## config.mk

```make
export PLATFORM = sky130hd
export DESIGN_NAME = hyp_trace_ctl
export DESIGN_NICKNAME = d
export VERILOG_FILES = /design/src/rtl/hyp_trace_pkg.sv /design/src/rtl/hyp_trace_access.sv /design/src/rtl/hyp_trace_regs.sv /design/src/rtl/hyp_trace_ctl.sv
export SDC_FILE = /design/constraint.sdc
export NUM_CORES = 1
export LEC_CHECK = 0
export BUFFER_PORTS_ARGS = -buffer_cell sky130_fd_sc_hd__buf_4
export CELL_PAD_IN_SITES_DETAIL_PLACEMENT = 1
export CELL_PAD_IN_SITES_GLOBAL_PLACEMENT = 1
export CORE_MARGIN = 10
export CORE_UTILIZATION = 34
export DETAILED_ROUTE_END_ITERATION = 7
export HOLD_SLACK_MARGIN = 0.02
export PLACE_DENSITY_LB_ADDON = 0.1
export SLEW_MARGIN = 20
export SYNTH_ARGS = -nofsm -noshare
export SYNTH_HDL_FRONTEND = slang
export SYNTH_SLANG_ARGS = --single-unit
```

## constraint.sdc

```tcl
create_clock -name clk -period 7.23 [get_ports clk]
set_input_delay 0.723 -clock clk [delete_from_list [all_inputs] [get_ports clk]]
set_output_delay 0.723 -clock clk [all_outputs]
set_load 0.05 [all_outputs]
```

## src/rtl/hyp_trace_pkg.sv

```systemverilog
package hyp_trace_pkg;
  localparam int REG_W    = 32;
  localparam int BIT_L0   = 0;
  localparam int BIT_L2   = 1;
  localparam int BIT_VMID = 3;
  localparam int TS_LO    = 5;
  localparam logic [REG_W-1:0] WR_MASK = 32'h0000_006B;
  localparam logic [1:0] TS_VIRT = 2'b01;
  localparam logic [1:0] TS_PHYS = 2'b11;

  typedef enum logic [1:0] {
    RESP_DONE  = 2'b00,
    RESP_UNDEF = 2'b01,
    RESP_TRAP2 = 2'b10,
    RESP_TRAP3 = 2'b11
  } resp_e;

  typedef struct packed {
    logic wrStb;
    logic rdStb;
  } ctl_strobe_t;
endpackage

```

## src/rtl/hyp_trace_access.sv

```systemverilog
module hyp_trace_access
  import hyp_trace_pkg::*;
(
  input  logic        reqValid,
  input  logic        reqWrite,
  input  logic [1:0]  curLevel,
  input  logic        nonSecure,
  input  logic        lvl2Enabled,
  input  logic        hypTrapT1,
  input  logic        monTrapTrace,
  input  logic        undefPrio,
  input  logic        undefCond,
  output logic        respValid,
  output resp_e       respCode,
  output ctl_strobe_t stb
);
  resp_e decision;

  always_comb begin
    unique case (curLevel)
      2'd0: decision = RESP_UNDEF;
      2'd1: decision = (lvl2Enabled && hypTrapT1) ? RESP_TRAP2 : RESP_UNDEF;
      2'd2: begin
        if (!monTrapTrace)          decision = RESP_DONE;
        else if (undefPrio)         decision = RESP_UNDEF;
        else if (undefCond)         decision = RESP_UNDEF;
        else                        decision = RESP_TRAP3;
      end
      default: decision = nonSecure ? RESP_DONE : RESP_UNDEF;
    endcase
  end

  assign respValid = reqValid;
  assign respCode  = reqValid ? decision : RESP_DONE;
  assign stb.wrStb = reqValid && reqWrite && (decision == RESP_DONE);
  assign stb.rdStb = reqValid && !reqWrite && (decision == RESP_DONE);
endmodule

```

## src/rtl/hyp_trace_regs.sv

```systemverilog
module hyp_trace_regs
  import hyp_trace_pkg::*;
#(
  parameter int CNT_W = 64
) (
  input  logic             clk,
  input  logic             rstN,
  input  ctl_strobe_t      stb,
  input  logic [REG_W-1:0] reqWdata,
  input  logic             selfHostedEn,
  input  logic             hostTrapGeneral,
  input  logic [1:0]       lowerTsCtl,
  input  logic [CNT_W-1:0] physCount,
  input  logic [CNT_W-1:0] virtOffset,
  output logic [REG_W-1:0] rdata,
  output logic             trcLevel2En,
  output logic             trcLevel0En,
  output logic             vmidTraceEn,
  output logic [CNT_W-1:0] tsValue
);
  logic [REG_W-1:0] ctlQ;
  logic [1:0]       tsField;
  logic [1:0]       tsSel;
  logic [CNT_W-1:0] virtTs;

  always_ff @(posedge clk or negedge rstN) begin
    if (!rstN)          ctlQ <= '0;
    else if (stb.wrStb) ctlQ <= reqWdata & WR_MASK;
  end

  assign rdata = stb.rdStb ? ctlQ : '0;

  assign trcLevel2En = selfHostedEn && ctlQ[BIT_L2];
  assign vmidTraceEn = selfHostedEn && ctlQ[BIT_VMID];
  assign trcLevel0En = selfHostedEn && ctlQ[BIT_L0] && hostTrapGeneral;

  assign tsField = selfHostedEn ? ctlQ[TS_LO +: 2] : 2'b00;
  assign virtTs  = physCount - virtOffset;

  always_comb begin
    if (tsField == TS_VIRT || tsField == TS_PHYS) tsSel = tsField;
    else tsSel = (lowerTsCtl == TS_VIRT) ? TS_VIRT : TS_PHYS;
  end

  assign tsValue = (tsSel == TS_VIRT) ? virtTs : physCount;
endmodule

```

## src/rtl/hyp_trace_ctl.sv

```systemverilog
module hyp_trace_ctl
  import hyp_trace_pkg::*;
#(
  parameter int CNT_W = 64
) (
  input  logic             clk,
  input  logic             rstN,
  input  logic             reqValid,
  input  logic             reqWrite,
  input  logic [31:0]      reqWdata,
  input  logic [1:0]       curLevel,
  input  logic             nonSecure,
  input  logic             lvl2Enabled,
  input  logic             hypTrapT1,
  input  logic             monTrapTrace,
  input  logic             undefPrio,
  input  logic             undefCond,
  input  logic             selfHostedEn,
  input  logic             hostTrapGeneral,
  input  logic [1:0]       lowerTsCtl,
  input  logic [CNT_W-1:0] physCount,
  input  logic [CNT_W-1:0] virtOffset,
  output logic             respValid,
  output logic [1:0]       respCode,
  output logic [31:0]      rdata,
  output logic             trcLevel2En,
  output logic             trcLevel0En,
  output logic             vmidTraceEn,
  output logic [CNT_W-1:0] tsValue
);
  ctl_strobe_t stb;
  resp_e       code;

  hyp_trace_access u_access (
    .reqValid(reqValid), .reqWrite(reqWrite), .curLevel(curLevel),
    .nonSecure(nonSecure), .lvl2Enabled(lvl2Enabled), .hypTrapT1(hypTrapT1),
    .monTrapTrace(monTrapTrace), .undefPrio(undefPrio), .undefCond(undefCond),
    .respValid(respValid), .respCode(code), .stb(stb)
  );

  assign respCode = code;

  hyp_trace_regs #(.CNT_W(CNT_W)) u_regs (
    .clk(clk), .rstN(rstN), .stb(stb), .reqWdata(reqWdata),
    .selfHostedEn(selfHostedEn), .hostTrapGeneral(hostTrapGeneral),
    .lowerTsCtl(lowerTsCtl), .physCount(physCount), .virtOffset(virtOffset),
    .rdata(rdata), .trcLevel2En(trcLevel2En), .trcLevel0En(trcLevel0En),
    .vmidTraceEn(vmidTraceEn), .tsValue(tsValue)
  );
endmodule

```

==> results of run 1 <==
Yosys cell counts (12+ instances only):
| library cell | n | area (µm²) |
|---|---|---|
| nor3_1 | 12 | 60.1 |
| clkbuf_1 | 37 | 139 |
| o21ai_0 | 51 | 255 |
| and2_1 | 15 | 93.8 |
| xor2_1 | 22 | 193 |
| xnor2_1 | 28 | 245 |
| buf_4 | 28 | 210 |
| nand2_1 | 68 | 255 |
| ha_1 | 63 | 788 |
| inv_1 | 82 | 308 |
| a21o_1 | 44 | 330 |
| nand4_1 | 20 | 125 |
| a21oi_1 | 119 | 596 |
| nand3_1 | 25 | 125 |
| and3_1 | 12 | 75.1 |
| o21bai_1 | 15 | 113 |
| nor2_1 | 76 | 285 |
worst paths after layout:
path	to	slack, ns
hold / removal	u_regs.ctlQ[6]	0.29
min in group clk	u_regs.ctlQ[1]	0.51
max in group asynchronous	u_regs.ctlQ[0]	6.83
setup / recovery	tsValue[58]	2.15
setup reg to reg	u_regs.ctlQ[6]	6.38
hold reg to reg	u_regs.ctlQ[1]	0.51
metal layers:
metal	wire length (µm)	GRT usage [%]
met5	0	0
met3	1590	5.46
met1	9290	22.4
met2	10000	32.9
met4	160	2.07
critical path, delay by kind of cell:
family | cells | cell delay, ns
fa+ha+maj | 1 | 0.36
buf+inv | 2 | 0.38
compound gates | 8 | 2.32
simple gates | 2 | 0.57
where the power goes:
group	leakage [µW]	internal, µW	total, µW	switching, µW
combinational	0.00356	335	980	645
sequential	0.0000602	35.2	41.4	6.19
clock	0.0000382	73.1	90.9	17.8
total	0.00366	443	1110	669
through the flow:
step,cell area (µm²),total power [µW]
5_1_grt,7120,1200
3_3_place_gp,7040,1020
6_report,7120,1110
2_1_floorplan,5460,749
3_5_place_dp,7040,1020
4_1_cts,7120,1120
area by class of cell:
class | count | share of cell area [%]
clock buffer | 4 | 1.11
inverter | 82 | 4.33
multi-input combinational | 714 | 65.4
sequential | 5 | 1.76
tap | 211 | 3.71
timing repair buffer | 225 | 23.7
logic make-up after synthesis:
kind of cell    after synthesis  synth area share (%)
mux                           8                  1.66
xor+xnor                     50                  8.16
compound gates              304                  35.9
buf+inv                     156                  13.0
simple gates                261                  23.8
flops                         5                  2.33
other cells                   1                0.0699
fa+ha+maj                    64                  15.1
==> flow_summary.toml, run 1 <==
[clocking]
clockBufferDepth = 2
clockRootBuffer = "clkbuf_16"
cts_made_buffers = 3
tritoncts = "yes"
htree_levels = 1
clock-sinks = 5
cts_hold_buffers = 0
clkTransAtPathRegs_ns = 0.03
post_cts_resize_count = 0
post-cts-setup-buffer-count = 0
clock_latency_ns = 0.22

[synthesis]
yosysSeqAreaShare_pct = 2.33
synth_cell_types = 70
ys_ff_latch = 5
netlist_area_um2 = 5360
syn_inst = 849
synth.avg_cell_area_um2 = 6.32
synthArstFlopShare_pct = 100
synth_edf_count = 0
yosys_warnings = 0
ys.flop_type = "dfrtp_1"

[worst_hold_path]
hold_path.class = "in2async"

[finish]
fillers = 2109
area_delta_synth_final_pct = 32.7
drive_above_1_share_pct = 24.5
multi_input_area_um2 = 4650
final_common_cell = "buf_4"
regMostFlops = "u_regs.ctlQ"
most-common-layout-cells = "buf_4 (225), a21oi_1 (119), inv_1 (82)"
reg_top3 = "u_regs.ctlQ (5)"
register_area_um2 = 125
antenna_cells = 0
largest_register_ffs = 5
final_util_pct = 46.5
final_net_count = 1271
finalNonFillerCells = 1241

[grt]
antenna_found_initial = 0
grt-ovfl-total = 0
track_usage_pct = 18.6
grt_pass1_vias = 6872
grt_pass1_wl_um = 34300
grt_max_degree = 57

[timing]
slew_headroom_pct = 42.2
clock-skew-final_ns = 0
final_hold_viol_count = 0
fin_setup_tns_ns = 0
fmax_mhz = 197
worst_slew_pin_slew_ns = 0.845
holdWs_ns = 0.293
setup_slack_ns = 2.15
report.final.slew_viol_count = 0
rsz0062_at_grt = "no"
report.final.setup_viol = 0
min_period_ns = 5.08
period_share_pct = 70.2

[job]
drv_cap = 0

[power_and_ir_drop]
power_density_nw_per_um2 = 156
vdd_ir_drop_max_v = 0.000178
leakage_uw = 0.00366

[drt]
via_per_inst = 5.27
dr.pass1.iters = 4
drc = 0
drt_wl_total_um = 21000
wl_per_cell_um = 17.0
dr.first_iter.drc_count = 226
drtAntennaViolNets = 0
num_vias = 6537

[floorplan]
num_rows = 45
initial_core_util_pct = 35.0
ioPinCount = 278
fp.dieH_um = 146
dieWidth_um = 146
design.core.area_um2 = 15300
dieArea_um2 = 21200

[critical_path]
cp_max_fo = 5
cp.arrival_ns = 4.35
required_ns = 6.51
critPathLaunchType = "primary input"
slowest_delay_ns = 0.50
endpoint_kind = "output pin"
r2r-start = "u_regs.ctlQ[6]"
worstSetupPathType = "in2out"
cp_slowest_cell = "nor3_1"
rr_worst_depth = 1
cp-startpoint = "physCount[12]"
path_cells = "buf_4 > ha_1 > a21oi_1 > a21oi_1 > o21ai_0 > a31oi_1 > o31ai_1 > o41ai_1 > nor3_1 > o31a_1 > nor2_1 > a311oi_1 > buf_4"

[placed_design]
dp_slack_ns = 2.18
hpwl_um = 18400
port_buffers = 223
dp_cells = 1237
place.gp.congestion = 0.876

[status]
status = "finished, final reports clean"
Note: power is estimated with default switching activity, not from simulation.
==> inputs of run 2 (changes only) <==
Settings changed: CORE_UTILIZATION 34 to 31.
Clock period 7.23 ns to 5.2 ns, I/O delays scaled along.
==> run 2 against run 1 <==
Core utilization fell by 4.7 points. Non-clock buffer count rose by 1. Setup slack got worse by 1.5 ns. First-iteration DRC count fell by 30%. Design area rose by 0.39%. Clock skew did not move. Final cell count rose by 1.3%. Sequential share of layout area barely moved. Critical path depth did not move. Global-route usage fell by 1.2 points. Die area rose by 8.3%. Wire length rose by 1.1%. Highest routed layer unchanged.
==> flow_summary.toml, run 2 (synthesis gave the netlist of run 1 again) <==
[worst_hold_path]
hold_path.class = "in2async"

[drt]
via_per_inst = 5.19
wl_met3_um = 1840
wl_met1_um = 9210
dr.first_iter.drc_count = 158
drtAntennaViolNets = 0
dr.pass1.iters = 4
drt_wl_total_um = 21300
drc = 0
wl_per_cell_um = 16.9
dr.max_layer_used = "met4"
wl_met2_um = 10100
num_vias = 6528

[timing]
holdWs_ns = 0.0836
final_hold_viol_count = 0
period_share_pct = 86.7
clock-skew-final_ns = 0
report.final.slew_viol_count = 0
min_period_ns = 4.51
worst_slew_pin_slew_ns = 0.877
slew_headroom_pct = 41.6
fin_setup_tns_ns = 0
fmax_mhz = 222
report.final.setup_viol = 0
rsz0062_at_grt = "no"

[job]
drv_cap = 0

[power_and_ir_drop]
power_density_nw_per_um2 = 217
vdd_ir_drop_max_v = 0.000195
leakage_uw = 0.00367

[critical_path]
critPathLaunchType = "primary input"
path_cells = "buf_4 > ha_1 > and4_1 > nand3_1 > a21oi_2 > o2111ai_2 > a211oi_2 > a31oi_1 > o21ba_2 > a221o_1 > a21boi_1 > nor4_2 > buf_4"
endpoint_kind = "output pin"
cp.arrival_ns = 3.99
required_ns = 4.68
cp_common_cell = "buf_4"
worstSetupPathType = "in2out"
cp_max_fo = 8
cp_slowest_cell = "a211oi_2"
slowest_delay_ns = 0.41

[clocking]
tritoncts = "yes"
post-cts-setup-buffer-count = 0
clock-sinks = 5
post_cts_resize_count = 0
clock_latency_ns = 0.23
htree_levels = 1
clkTransAtPathRegs_ns = 0.03
cts_hold_buffers = 0
clockRootBuffer = "clkbuf_16"
clockBufferDepth = 2
cts_made_buffers = 3

[finish]
final_common_cell = "buf_4"
reg_top3 = "u_regs.ctlQ (5)"
largest_register_ffs = 5
regMostFlops = "u_regs.ctlQ"
fillers = 2331
final_net_count = 1272
most-common-layout-cells = "buf_4 (226), a21oi_1 (119), inv_1 (82)"
finalNonFillerCells = 1257
drive_above_1_share_pct = 24.5
area_delta_synth_final_pct = 33.2

[grt]
grt_pass1_wl_um = 33500
grt_max_degree = 44
antenna_found_initial = 0
track_usage_pct = 17.4
grt_pass1_vias = 6721
grt-ovfl-total = 0

[floorplan]
dieArea_um2 = 23000
fp.dieH_um = 152
dieWidth_um = 152
design.core.area_um2 = 17100
num_rows = 48
ioPinCount = 278
initial_core_util_pct = 31.3

[status]
status = "finished, final reports clean"

[placed_design]
port_buffers = 223
place.gp.congestion = 0.821
dp_cells = 1252
hpwl_um = 18600
[run 2: power by group]
part           switching [µW]  internal (µW)  leakage, µW
combinational             896            467      0.00357
sequential               7.10           48.9    0.0000602
clock                    29.3            102    0.0000382
[run 2: through the flow]
stage	instance area (µm²)	util (%)	setup slack [ns]	total power, µW
detailed placement	7060	41.3	0.636	1430
CTS	7140	41.7	0.625	1570
global route	7140	41.7	0.284	1670
global placement	7060	41.3	0.619	1420
finish	7140	41.7	0.691	1550
floorplan	5460	-	0.603	1040
[run 2: path summary, 6_finish.rpt]
check / from / to / slack (ns) / cells past startpoint
max: physCount[8] / tsValue[63] / 0.69 / 13
min: rstN / u_regs.ctlQ[0] / 0.08 / 1
max reg2reg: u_regs.ctlQ[6] / u_regs.ctlQ[6] / 4.39 / 1
min reg2reg: u_regs.ctlQ[1] / u_regs.ctlQ[1] / 0.52 / 1
max in group asynchronous: rstN / u_regs.ctlQ[3] / 5.01 / 1
min in group clk: u_regs.ctlQ[1] / u_regs.ctlQ[1] / 0.52 / 1
[run 2: cell type report]
| cell class | count | area [µm²] | area share (%) |
|---|---|---|---|
| well taps | 225 | 282 | 3.94 |
| multi-input cells | 714 | 4650 | 65.1 |
| diodes | 1 | 2.50 | 0.0350 |
| clock buffers | 4 | 78.8 | 1.10 |
| inverters | 82 | 308 | 4.31 |
| repair buffers | 226 | 1700 | 23.8 |
| flip-flops and latches | 5 | 125 | 1.75 |
[run 2: layer usage]
layer  vias to the layer above  global-route usage [%]
met3                         5                    5.32
met5                         -                       0
met1                      3050                    21.5
met4                         0                    2.14
met2                       147                    30.0
li1                       3326                       -
[run 2: critical path: cells and delay by family]
kind	cells	cell delay [ns]
AND/OR/NAND/NOR	3	0.72
AO/OA/AOI/OAI	7	1.96
buffers and inverters	2	0.38
adder cells (fa/ha/maj)	1	0.40
==> inputs of run 3 (changes only) <==
Settings changed: ABC_AREA set to 1, CORE_UTILIZATION 31 to 32.
==> run 3 against run 2 <==
Synthesized area increased by 38%. Non-clock buffer count fell by 2. Die area grew 29%. Wire length grew 55%. Highest routed layer unchanged.
==> flow_summary.toml, run 3 <==
[grt]
track_usage_pct = 21.8
use_met1_pct = 30.2
grt_busiest_layer = "met2"
use_met3_pct = 2.90
grt_max_degree = 73
antenna_found_initial = 0
grt_pass1_vias = 9917
use_met2_pct = 36.2
grt_pass1_wl_um = 51800
grt-ovfl-total = 0

[synthesis]
synth.avg_cell_area_um2 = 4.75
synthTopCellsByCount = "nand2_1 (656), inv_1 (385), nor2_1 (109)"
yosysMostFrequentCell = "nand2_1"
ys_ff_latch = 5
synth_top_area_share_pct = 33.2
synth_cell_types = 33
synthArstFlopShare_pct = 100
synth.largest_area_cell = "nand2_1"
yosysSeqAreaShare_pct = 1.68
syn_inst = 1564
yosys_warnings = 0
ys.flop_type = "dfrtp_1"
synth.area.top_cells = "nand2_1 (33%), inv_1 (19%), ha_1 (11%)"
synth_edf_count = 0
netlist_area_um2 = 7430

[clocking]
clockBufferDepth = 2
tritoncts = "yes"
clkTransAtPathRegs_ns = 0.04
cts_made_buffers = 3
cts_hold_buffers = 0
post_cts_resize_count = 0
clockRootBuffer = "clkbuf_16"
post-cts-setup-buffer-count = 0
htree_levels = 1
clock_latency_ns = 0.23
clock-sinks = 5

[power_and_ir_drop]
power_density_nw_per_um2 = 187
power.total_uw = 1750
leakage_uw = 0.00619
vdd_ir_drop_max_v = 0.000227

[worst_hold_path]
hold_path.class = "in2async"

[finish]
most-common-layout-cells = "nand2_1 (655), inv_1 (384), buf_4 (223)"
drive_above_1_share_pct = 17.4
area_delta_synth_final_pct = 26.4
largest_register_ffs = 5
antenna_cells = 0
final_common_cell = "nand2_1"
regMostFlops = "u_regs.ctlQ"
final_net_count = 2018
reg_top3 = "u_regs.ctlQ (5)"

[timing]
fin_setup_tns_ns = 0
period_share_pct = 66.0
worst_slew_pin_slew_ns = 0.904
report.final.slew_viol_count = 0
min_period_ns = 3.43
rsz0062_at_grt = "no"
slew_headroom_pct = 39.5
report.final.setup_viol = 0
clock-skew-final_ns = 0
final_hold_viol_count = 0
fmax_mhz = 291

[critical_path]
critPathLaunchType = "primary input"
reg2reg_slack_ns = 4.53
endpoint_kind = "output pin"
worstSetupPathType = "in2out"
cp.arrival_ns = 2.91
required_ns = 4.68
cp_max_fo = 5

[drt]
drt_wl_total_um = 33000
drtAntennaViolNets = 0
drc = 0
dr.first_iter.drc_count = 324
num_vias = 9540
wl_per_cell_um = 16.0
via_per_inst = 4.63
dr.pass1.iters = 4

[placed_design]
place.gp.congestion = 0.898
hpwl_um = 30200
port_buffers = 223

[job]
drv_cap = 0

[status]
status = "finished, final reports clean"

[floorplan]
dieWidth_um = 172
ioPinCount = 278
num_rows = 55
fp.dieH_um = 172
dieArea_um2 = 29700
initial_core_util_pct = 32.7
design.core.area_um2 = 22700
[run 3: cell count changes in the layout (fill, tap and decap cells not counted), sizes merged, moves of 15 or more]
cell   before  now
a21oi     120   47
and2       15    0
a21o       44    0
nor2       76  132
nand3      26   84
nand2      68  692
o21ai      53   35
inv        82  387
xor2       22    2
[run 3: path summary, 6_finish.rpt]
path / cells past startpoint / startpoint / to
worst max register to register: 2 / u_regs.ctlQ[5] / u_regs.ctlQ[5]
worst max-delay path: 14 / physCount[54] / tsValue[58]
worst min register to register: 2 / u_regs.ctlQ[1] / u_regs.ctlQ[1]
max in group asynchronous: 1 / rstN / u_regs.ctlQ[1]
min in group clk: 2 / u_regs.ctlQ[1] / u_regs.ctlQ[1]
worst min-delay path: 1 / rstN / u_regs.ctlQ[5]
[run 3: per-stage QoR]
| step | hold slack [ns] | cell area [µm²] | std cells | setup WS [ns] | utilization (%) |
|---|---|---|---|---|---|
| 6_report | 0.0804 | 9390 | 2062 | 1.77 | 41.3 |
| 2_1_floorplan | 0.224 | 7520 | 1590 | 1.85 | - |
| 4_1_cts | 0.0792 | 9390 | 2062 | 1.81 | 41.3 |
| 5_1_grt | 0.0789 | 9390 | 2062 | 1.56 | 41.3 |
| 3_5_place_dp | 0.324 | 9310 | 2058 | 1.82 | 41.0 |
| 3_3_place_gp | 0.324 | 9310 | 2058 | 1.82 | 41.0 |
[run 3: critical path, cell delays in order]
cell     delay [ns]
buf_4          0.12
ha_1           0.43
nand2_1        0.14
inv_1          0.09
nand2_1        0.15
nor3_1         0.54
nand2_1        0.14
nor2_1         0.12
nand2_1        0.17
nand2_1        0.11
nand2_1        0.05
nand3_1        0.07
nand2_1        0.07
buf_4          0.19
[run 3: cell type report]
type                    count  area (µm²)
clock buffers               4        78.8
inverters                 389        1460
well taps                 285         357
fillers                  3441       13300
flip-flops and latches      5         125
repair buffers            224        1690
multi-input cells        1155        5670
[run 3: layer usage]
layer	part of all wire [%]	routed length, µm	vias to the layer above
met3	5.6	1860	12
met1	49	16200	4335
met2	45	14800	203
li1	-	-	4990
met4	0.64	210	0
met5	0	0	-
[run 3: power breakdown]
part	total (µW)	switching (µW)	leakage [µW]	internal [µW]
Combinational	1570	1090	0.00610	476
Sequential	53.0	4.52	0.0000533	48.5
Clock	131	29.0	0.0000382	102
Total	1750	1130	0.00619	626
[run 3: cells by family (layout without fill, tap and decap cells)]
group | after synthesis | after routing | share of synthesized area [%]
buf+inv | 430 | 617 | 23.3
flops | 5 | 5 | 1.68
other cells | 1 | 27 | 0.0505
compound gates | 87 | 87 | 6.01
xor+xnor | 31 | 31 | 3.66
simple gates | 946 | 946 | 54.4
fa+ha+maj | 64 | 64 | 10.9
